$ cat config.mk
export PLATFORM = sky130hd
export DESIGN_NAME = hcap_top
export DESIGN_NICKNAME = d
export VERILOG_FILES = /design/src/rtl/hcap_pkg.sv /design/src/rtl/hcap_spi_front.sv /design/src/rtl/hcap_rx_buf.sv /design/src/rtl/hcap_hdr_check.sv /design/src/rtl/hcap_top.sv
export SDC_FILE = /design/constraint.sdc
export NUM_CORES = 2
export LEC_CHECK = 0
export BUFFER_PORTS_ARGS = -buffer_cell sky130_fd_sc_hd__buf_2
export CAP_MARGIN = 30
export CORE_UTILIZATION = 55
export DETAILED_ROUTE_END_ITERATION = 10
export PLACE_DENSITY = 0.73
export SLEW_MARGIN = 20
export SYNTH_ARGS = -nofsm -noshare
export SYNTH_HDL_FRONTEND = slang
export SYNTH_SLANG_ARGS = --single-unit
export TNS_END_PERCENT = 10
$ cat constraint.sdc
create_clock -name clk -period 5.6 [get_ports clk]
set_input_delay 1.12 -clock clk [delete_from_list [all_inputs] [get_ports clk]]
set_output_delay 1.12 -clock clk [all_outputs]
set_load 0.03 [all_outputs]
$ cat src/rtl/hcap_pkg.sv
package hcap_pkg;
   typedef enum logic [1:0] {
      ST_READY = 2'd0,
      ST_RECV  = 2'd1,
      ST_PROC  = 2'd2,
      ST_BAD   = 2'd3
   } hcap_state_e;

   localparam int HDR_BYTES = 8;
   localparam int VER_IDX   = 0;
   localparam int RSVD_IDX  = 5;
   localparam logic [7:0] PROTO_VER = 8'd3;

   localparam logic [2:0] CFG_TGT_LO = 3'd0;
   localparam logic [2:0] CFG_TGT_HI = 3'd1;
   localparam logic [2:0] CFG_OFF_LO = 3'd2;
   localparam logic [2:0] CFG_OFF_HI = 3'd3;
   localparam logic [2:0] CFG_IRQ    = 3'd4;
endpackage

$ cat src/rtl/hcap_spi_front.sv
module hcap_spi_front #(
   parameter int SYNC_STAGES = 2
) (
   input  logic       clk,
   input  logic       rst_n,
   input  logic       spi_sck,
   input  logic       spi_cs_n,
   input  logic       spi_mosi,
   output logic       byte_valid,
   output logic [7:0] byte_data,
   output logic       cs_idle
);
   localparam int TOP = SYNC_STAGES - 1;

   if (SYNC_STAGES < 2) begin : g_bad_sync
      $error("hcap_spi_front: SYNC_STAGES must be at least 2");
   end

   logic [TOP:0] sck_s, cs_s, mo_s;
   logic         sck_q;
   logic [2:0]   bit_cnt;
   logic [6:0]   shreg;
   logic         sck_rise;

   for (genvar g = 0; g < SYNC_STAGES; g++) begin : g_sync
      always_ff @(posedge clk or negedge rst_n) begin
         if (!rst_n) begin
            sck_s[g] <= 1'b0;
            cs_s[g]  <= 1'b1;
            mo_s[g]  <= 1'b0;
         end else if (g == 0) begin
            sck_s[g] <= spi_sck;
            cs_s[g]  <= spi_cs_n;
            mo_s[g]  <= spi_mosi;
         end else begin
            sck_s[g] <= sck_s[(g == 0) ? 0 : g - 1];
            cs_s[g]  <= cs_s[(g == 0) ? 0 : g - 1];
            mo_s[g]  <= mo_s[(g == 0) ? 0 : g - 1];
         end
      end
   end

   assign cs_idle  = cs_s[TOP];
   assign sck_rise = sck_s[TOP] & ~sck_q;

   always_ff @(posedge clk or negedge rst_n) begin
      if (!rst_n) begin
         sck_q      <= 1'b0;
         bit_cnt    <= '0;
         shreg      <= '0;
         byte_valid <= 1'b0;
         byte_data  <= '0;
      end else begin
         sck_q      <= sck_s[TOP];
         byte_valid <= 1'b0;
         if (cs_idle) begin
            bit_cnt <= '0;
         end else if (sck_rise) begin
            shreg   <= {shreg[5:0], mo_s[TOP]};
            bit_cnt <= bit_cnt + 3'd1;
            if (bit_cnt == 3'd7) begin
               byte_valid <= 1'b1;
               byte_data  <= {shreg, mo_s[TOP]};
            end
         end
      end
   end
endmodule

$ cat src/rtl/hcap_rx_buf.sv
module hcap_rx_buf #(
   parameter int DEPTH = 256,
   parameter int AW    = $clog2(DEPTH),
   parameter int CW    = $clog2(DEPTH + 1)
) (
   input  logic          clk,
   input  logic          rst_n,
   input  logic          clear,
   input  logic          wr_en,
   input  logic [7:0]    wr_data,
   input  logic [AW-1:0] rd_addr,
   output logic [7:0]    rd_data,
   output logic [CW-1:0] count,
   output logic          full
);
   logic [7:0] mem [DEPTH];

   assign full    = (count == CW'(DEPTH));
   assign rd_data = mem[rd_addr];

   always_ff @(posedge clk) begin
      if (wr_en && !full && !clear) mem[count[AW-1:0]] <= wr_data;
   end

   always_ff @(posedge clk or negedge rst_n) begin
      if (!rst_n)                count <= '0;
      else if (clear)            count <= '0;
      else if (wr_en && !full)   count <= count + CW'(1);
   end
endmodule

$ cat src/rtl/hcap_hdr_check.sv
module hcap_hdr_check #(
   parameter int DEPTH = 256
) (
   input  logic [7:0]  ver,
   input  logic [7:0]  rsvd,
   input  logic [15:0] len,
   output logic        good,
   output logic [16:0] size
);
   import hcap_pkg::*;

   assign size = 17'(HDR_BYTES) + {1'b0, len};
   assign good = (ver == PROTO_VER) && (rsvd == 8'd0) &&
                 (size != 17'd0) && (size <= 17'(DEPTH));
endmodule

$ cat src/rtl/hcap_top.sv
module hcap_top #(
   parameter int DEPTH       = 256,
   parameter int SYNC_STAGES = 2,
   parameter int TGT_RESET   = 12,
   parameter int OFF_RESET   = 6,
   localparam int AW = $clog2(DEPTH),
   localparam int CW = $clog2(DEPTH + 1)
) (
   input  logic          clk,
   input  logic          rst_n,
   input  logic          spi_sck,
   input  logic          spi_cs_n,
   input  logic          spi_mosi,
   input  logic          cfg_wr,
   input  logic [2:0]    cfg_addr,
   input  logic [7:0]    cfg_wdata,
   input  logic [AW-1:0] rd_addr,
   output logic [7:0]    rd_data,
   output logic          irq_vlen,
   output logic          req_done,
   output logic [1:0]    rx_state,
   output logic [CW-1:0] rx_count,
   output logic [16:0]   exp_size
);
   import hcap_pkg::*;

   if (DEPTH < HDR_BYTES + 4 || DEPTH > 65535 || (1 << AW) != DEPTH) begin : g_bad_depth
      $error("hcap_top: DEPTH must be a power of two between 16 and 32768");
   end

   logic        byte_valid, cs_idle, full, accept, hit, hit_q, irq_clr, good;
   logic [7:0]  byte_data, ver_q, rsvd_q, len_lo, len_hi;
   logic [15:0] tgt_reg, off_reg;
   logic [16:0] cnt_x, off_x, size;
   hcap_state_e state;

   hcap_spi_front #(.SYNC_STAGES(SYNC_STAGES)) u_front (
      .clk(clk), .rst_n(rst_n), .spi_sck(spi_sck), .spi_cs_n(spi_cs_n),
      .spi_mosi(spi_mosi), .byte_valid(byte_valid), .byte_data(byte_data),
      .cs_idle(cs_idle));

   assign accept = byte_valid && !cs_idle && (state == ST_RECV || state == ST_PROC);

   hcap_rx_buf #(.DEPTH(DEPTH), .AW(AW), .CW(CW)) u_buf (
      .clk(clk), .rst_n(rst_n), .clear(cs_idle), .wr_en(accept),
      .wr_data(byte_data), .rd_addr(rd_addr), .rd_data(rd_data),
      .count(rx_count), .full(full));

   hcap_hdr_check #(.DEPTH(DEPTH)) u_hdr (
      .ver(ver_q), .rsvd(rsvd_q), .len({len_hi, len_lo}), .good(good), .size(size));

   assign cnt_x   = 17'(rx_count);
   assign off_x   = {1'b0, off_reg};
   assign hit     = accept && !full && (state == ST_RECV) &&
                    (cnt_x + 17'd1 == {1'b0, tgt_reg});
   assign irq_clr = cfg_wr && (cfg_addr == CFG_IRQ) && cfg_wdata[0];

   // programming registers
   always_ff @(posedge clk or negedge rst_n) begin
      if (!rst_n) begin
         tgt_reg <= 16'(TGT_RESET);
         off_reg <= 16'(OFF_RESET);
      end else if (cfg_wr) begin
         case (cfg_addr)
            CFG_TGT_LO: tgt_reg[7:0]  <= cfg_wdata;
            CFG_TGT_HI: tgt_reg[15:8] <= cfg_wdata;
            CFG_OFF_LO: off_reg[7:0]  <= cfg_wdata;
            CFG_OFF_HI: off_reg[15:8] <= cfg_wdata;
            default: ;
         endcase
      end
   end

   // header field snooping
   always_ff @(posedge clk or negedge rst_n) begin
      if (!rst_n) begin
         ver_q <= '0; rsvd_q <= '0; len_lo <= '0; len_hi <= '0; hit_q <= 1'b0;
      end else if (cs_idle) begin
         ver_q <= '0; rsvd_q <= '0; len_lo <= '0; len_hi <= '0; hit_q <= 1'b0;
      end else begin
         hit_q <= hit;
         if (accept && !full) begin
            if (cnt_x == 17'(VER_IDX))  ver_q  <= byte_data;
            if (cnt_x == 17'(RSVD_IDX)) rsvd_q <= byte_data;
            if (cnt_x == off_x)         len_lo <= byte_data;
            if (cnt_x == off_x + 17'd1) len_hi <= byte_data;
         end
      end
   end

   // request state, expected size and completion
   always_ff @(posedge clk or negedge rst_n) begin
      if (!rst_n) begin
         state    <= ST_READY;
         exp_size <= '0;
         req_done <= 1'b0;
      end else if (cs_idle) begin
         state    <= ST_READY;
         exp_size <= '0;
         req_done <= 1'b0;
      end else begin
         req_done <= (state == ST_PROC) && (cnt_x >= exp_size);
         case (state)
            ST_READY: state <= ST_RECV;
            ST_RECV: if (hit_q) begin
               exp_size <= size;
               state    <= good ? ST_PROC : ST_BAD;
            end
            default: ;
         endcase
      end
   end

   always_ff @(posedge clk or negedge rst_n) begin
      if (!rst_n)        irq_vlen <= 1'b0;
      else if (hit_q)    irq_vlen <= 1'b1;
      else if (irq_clr)  irq_vlen <= 1'b0;
   end

   assign rx_state = state;
endmodule

==> out/metrics.cfg <==
[run_status]
outcome=completed

[worst_setup_path]
critPathKind=input port to output pin
arrival_ns=4.47
cp_max_fo=25
cp-end-kind=output pin
startpoint_type=input port
worstPathRequired_ns=4.48
slowest_stage=nor3_1
path_cells=buf_2 > buf_4 > nor2b_2 > buf_4 > a22oi_1 > a21oi_1 > nand3_1 > o2bb2ai_1 > nor3_1 > buf_2
critical-path-max-stage-delay_ns=0.75

[cts]
clk_latency_ns=0.84
htreeDepth=4
post_cts_buffers=0
path_clk_slew_ns=0.06
clockBufferDepth=3
cts_buffers=207
cts_tree=built
clock-sinks=2169
root_buffer=clkbuf_16
ctsHoldBuffers=0

[synth]
synth_edf_count=2048
yosys_warnings=0
synthMostInstantiatedCell=edfxtp_1
async_flop_share=0.0558
synth-main-ff-cell=edfxtp_1
synth_cells=4168
ys_seq_area_frac=0.765
syn_avg_cell_area_um2=20.2
netlist_area_um2=84400
ys_ff_latch=2169
netlist_top_cells_count=edfxtp_1, mux4_2, nor2_1
netlist.area_leader.share=0.729
synth_top_area_cell=edfxtp_1
ys_top_cells_by_area=edfxtp_1, mux4_2, dfrtp_1, nor2_1, mux2i_1
syn_nets=4212
synth.distinct_cells=67

[power_and_ir_drop]
power_density_nw_per_um2=340
seq_power_share=0.544
leakage_nw=27.6
swShare=0.204
combPwrFrac=0.031
intPower_w=0.0258
power_w=0.0324
power_frac_clock=0.424
ir_drop_v=0.000328
power.switching_w=0.00661

[sta]
clock_skew_ns=0.0540
tightest_slew_ns=1.09
hold_viol=0
max_freq_mhz=179
period_needed_ns=5.59
setup_tns_ns=0
setup_viol=0
slew_headroom=0.272
rsz0062_at_grt=no
fin_ws_ns=0.0127
slew_violations=0
post-route-period-util=0.998

[place]
pre_cts_ws_ns=-0.248
dpl.hpwl_um=124000
place_congestion=0.918
portBuffers=62

[die]
die-area_um2=155000
rows=143
die_w_um=394
die_height_um=394
initial_utilization=0.555
core-area_um2=152000
top_level_ports=63

[routing]
drt-total-wl_um=204000
wl_met1_um=78900
routed.top_layer=met5
routed-wl-met2_um=96400
route.met3.wl_um=22300
post_drt_wl_per_cell_um=31.0
antenna_left=0
dr.pass1.iters=7
vias=43300
avgViaCountPerCell=6.56
drtIter0Drc=5302
drc=0

[job]
max_cap_violations=0

[hold_path]
hold_class=input port to async pin

[layout]
synthToLayoutAreaGrowth_pct=12.7
largest_reg_flops=2048
finalNetCount=4443
n_fill_cell=10100
seq_area_um2=64600
drive_gt1_frac=0.248
fin_util=0.625
multi_input_area_um2=18800

[grt]
grt_remaining_overflow=0
grt.total_usage=0.263
grt_max_degree=206
antenna_found_initial=5
grt_pass1_wl_um=297000
grt_pass1_vias=43200

area by class of cell:
class | count | share of cell area
Tap cell | 2030 | 0.0267
Sequential cell | 2169 | 0.679
Multi-Input combinational cell | 1743 | 0.198
Timing Repair Buffer | 258 | 0.0263
Antenna cell | 3 | 0.0000789
Inverter | 20 | 0.000789
Clock buffer | 270 | 0.0590
Clock inverter | 109 | 0.0107
worst paths after layout:
check	from	endpoint	slack, ns	cells past startpoint
min in group clk	u_front.mo_s[0]	u_front.mo_s[1]	0.35	0
max in group asynchronous	rst_n	u_front.byte_data[3]	4.22	3
max	rd_addr[2]	rd_data[7]	0.01	10
min	rst_n	off_reg[8]	0.23	1
max reg2reg	u_buf.count[0]	u_buf.mem[73][6]	0.99	9
min reg2reg	u_front.mo_s[0]	u_front.mo_s[1]	0.35	0
metal layers:
metal / GRT usage / vias to the layer above
li1: - / 17700
met1: 0.375 / 22700
met2: 0.403 / 2546
met3: 0.0650 / 387
met4: 0.0871 / 4
met5: 0 / -
power groups by stage:
stage | logic [W] | clock network (W) | registers [W]
after CTS | 0.000996 | 0.0138 | 0.0176
after global routing | 0.00106 | 0.0144 | 0.0176
after floorplan | 0.000627 | 0 | 0.0179
after global placement | 0.000973 | 0 | 0.0180
final | 0.00101 | 0.0137 | 0.0176
after detailed placement | 0.000990 | 0 | 0.0180
worst max-delay path, delay by kind of cell:
kind | cells | cell delay [ns]
buffers and inverters | 4 | 1.24
AND/OR/NAND/NOR | 3 | 1.22
AO/OA/AOI/OAI | 3 | 0.83
metrics by stage:
step	std cells	hold slack [ns]	instance area, um2
finish	6602	0.229	95100
global route	6599	0.256	95100
CTS	6596	0.197	95000
detailed placement	6217	0.338	88400
global placement	6204	0.337	88100
floorplan	4168	0.331	84400
kinds of logic (layout without fill, tap and decap cells):
kind of cell / after synthesis / count (layout) / share of synthesized area
buffers and inverters: 256 / 657 / 0.0134
DFF: 2169 / 2169 / 0.765
xor gates and xnor gates: 41 / 41 / 0.00426
other: 0 / 3 / 0
muxes: 635 / 635 / 0.148
AOI/OAI and AO/OA: 414 / 414 / 0.0336
adders and majority gates: 19 / 19 / 0.00282
and+or+nand+nor: 634 / 634 / 0.0329
repair_timing:
| action | 4_1_cts | 5_1_grt |
|---|---|---|
| gates resized for setup | 3 | 3 |
| pin swaps | 0 | 1 |
| setup endpoints to repair | 2 | 1 |
| cloned | 0 | 2 |
placed cells by master, fill, tap and decap left out, drive strengths merged, types with 26 or more instances in the layout:
cell | netlist | routed
inv | 19 | 28
nand2 | 95 | 95
a22o | 28 | 28
clkbuf | 120 | 272
dfrtp | 115 | 115
nor3 | 26 | 26
mux2i | 103 | 103
buf | 116 | 254
o21ai | 26 | 26
o22ai | 131 | 131
nor2 | 379 | 379
mux2 | 46 | 46
a22oi | 62 | 62
edfxtp | 2048 | 2048
mux4 | 486 | 486
a21oi | 56 | 56
clkinv | 1 | 79
nand3 | 45 | 45
a211oi | 35 | 35
Power figures use the tool's default switching activity.
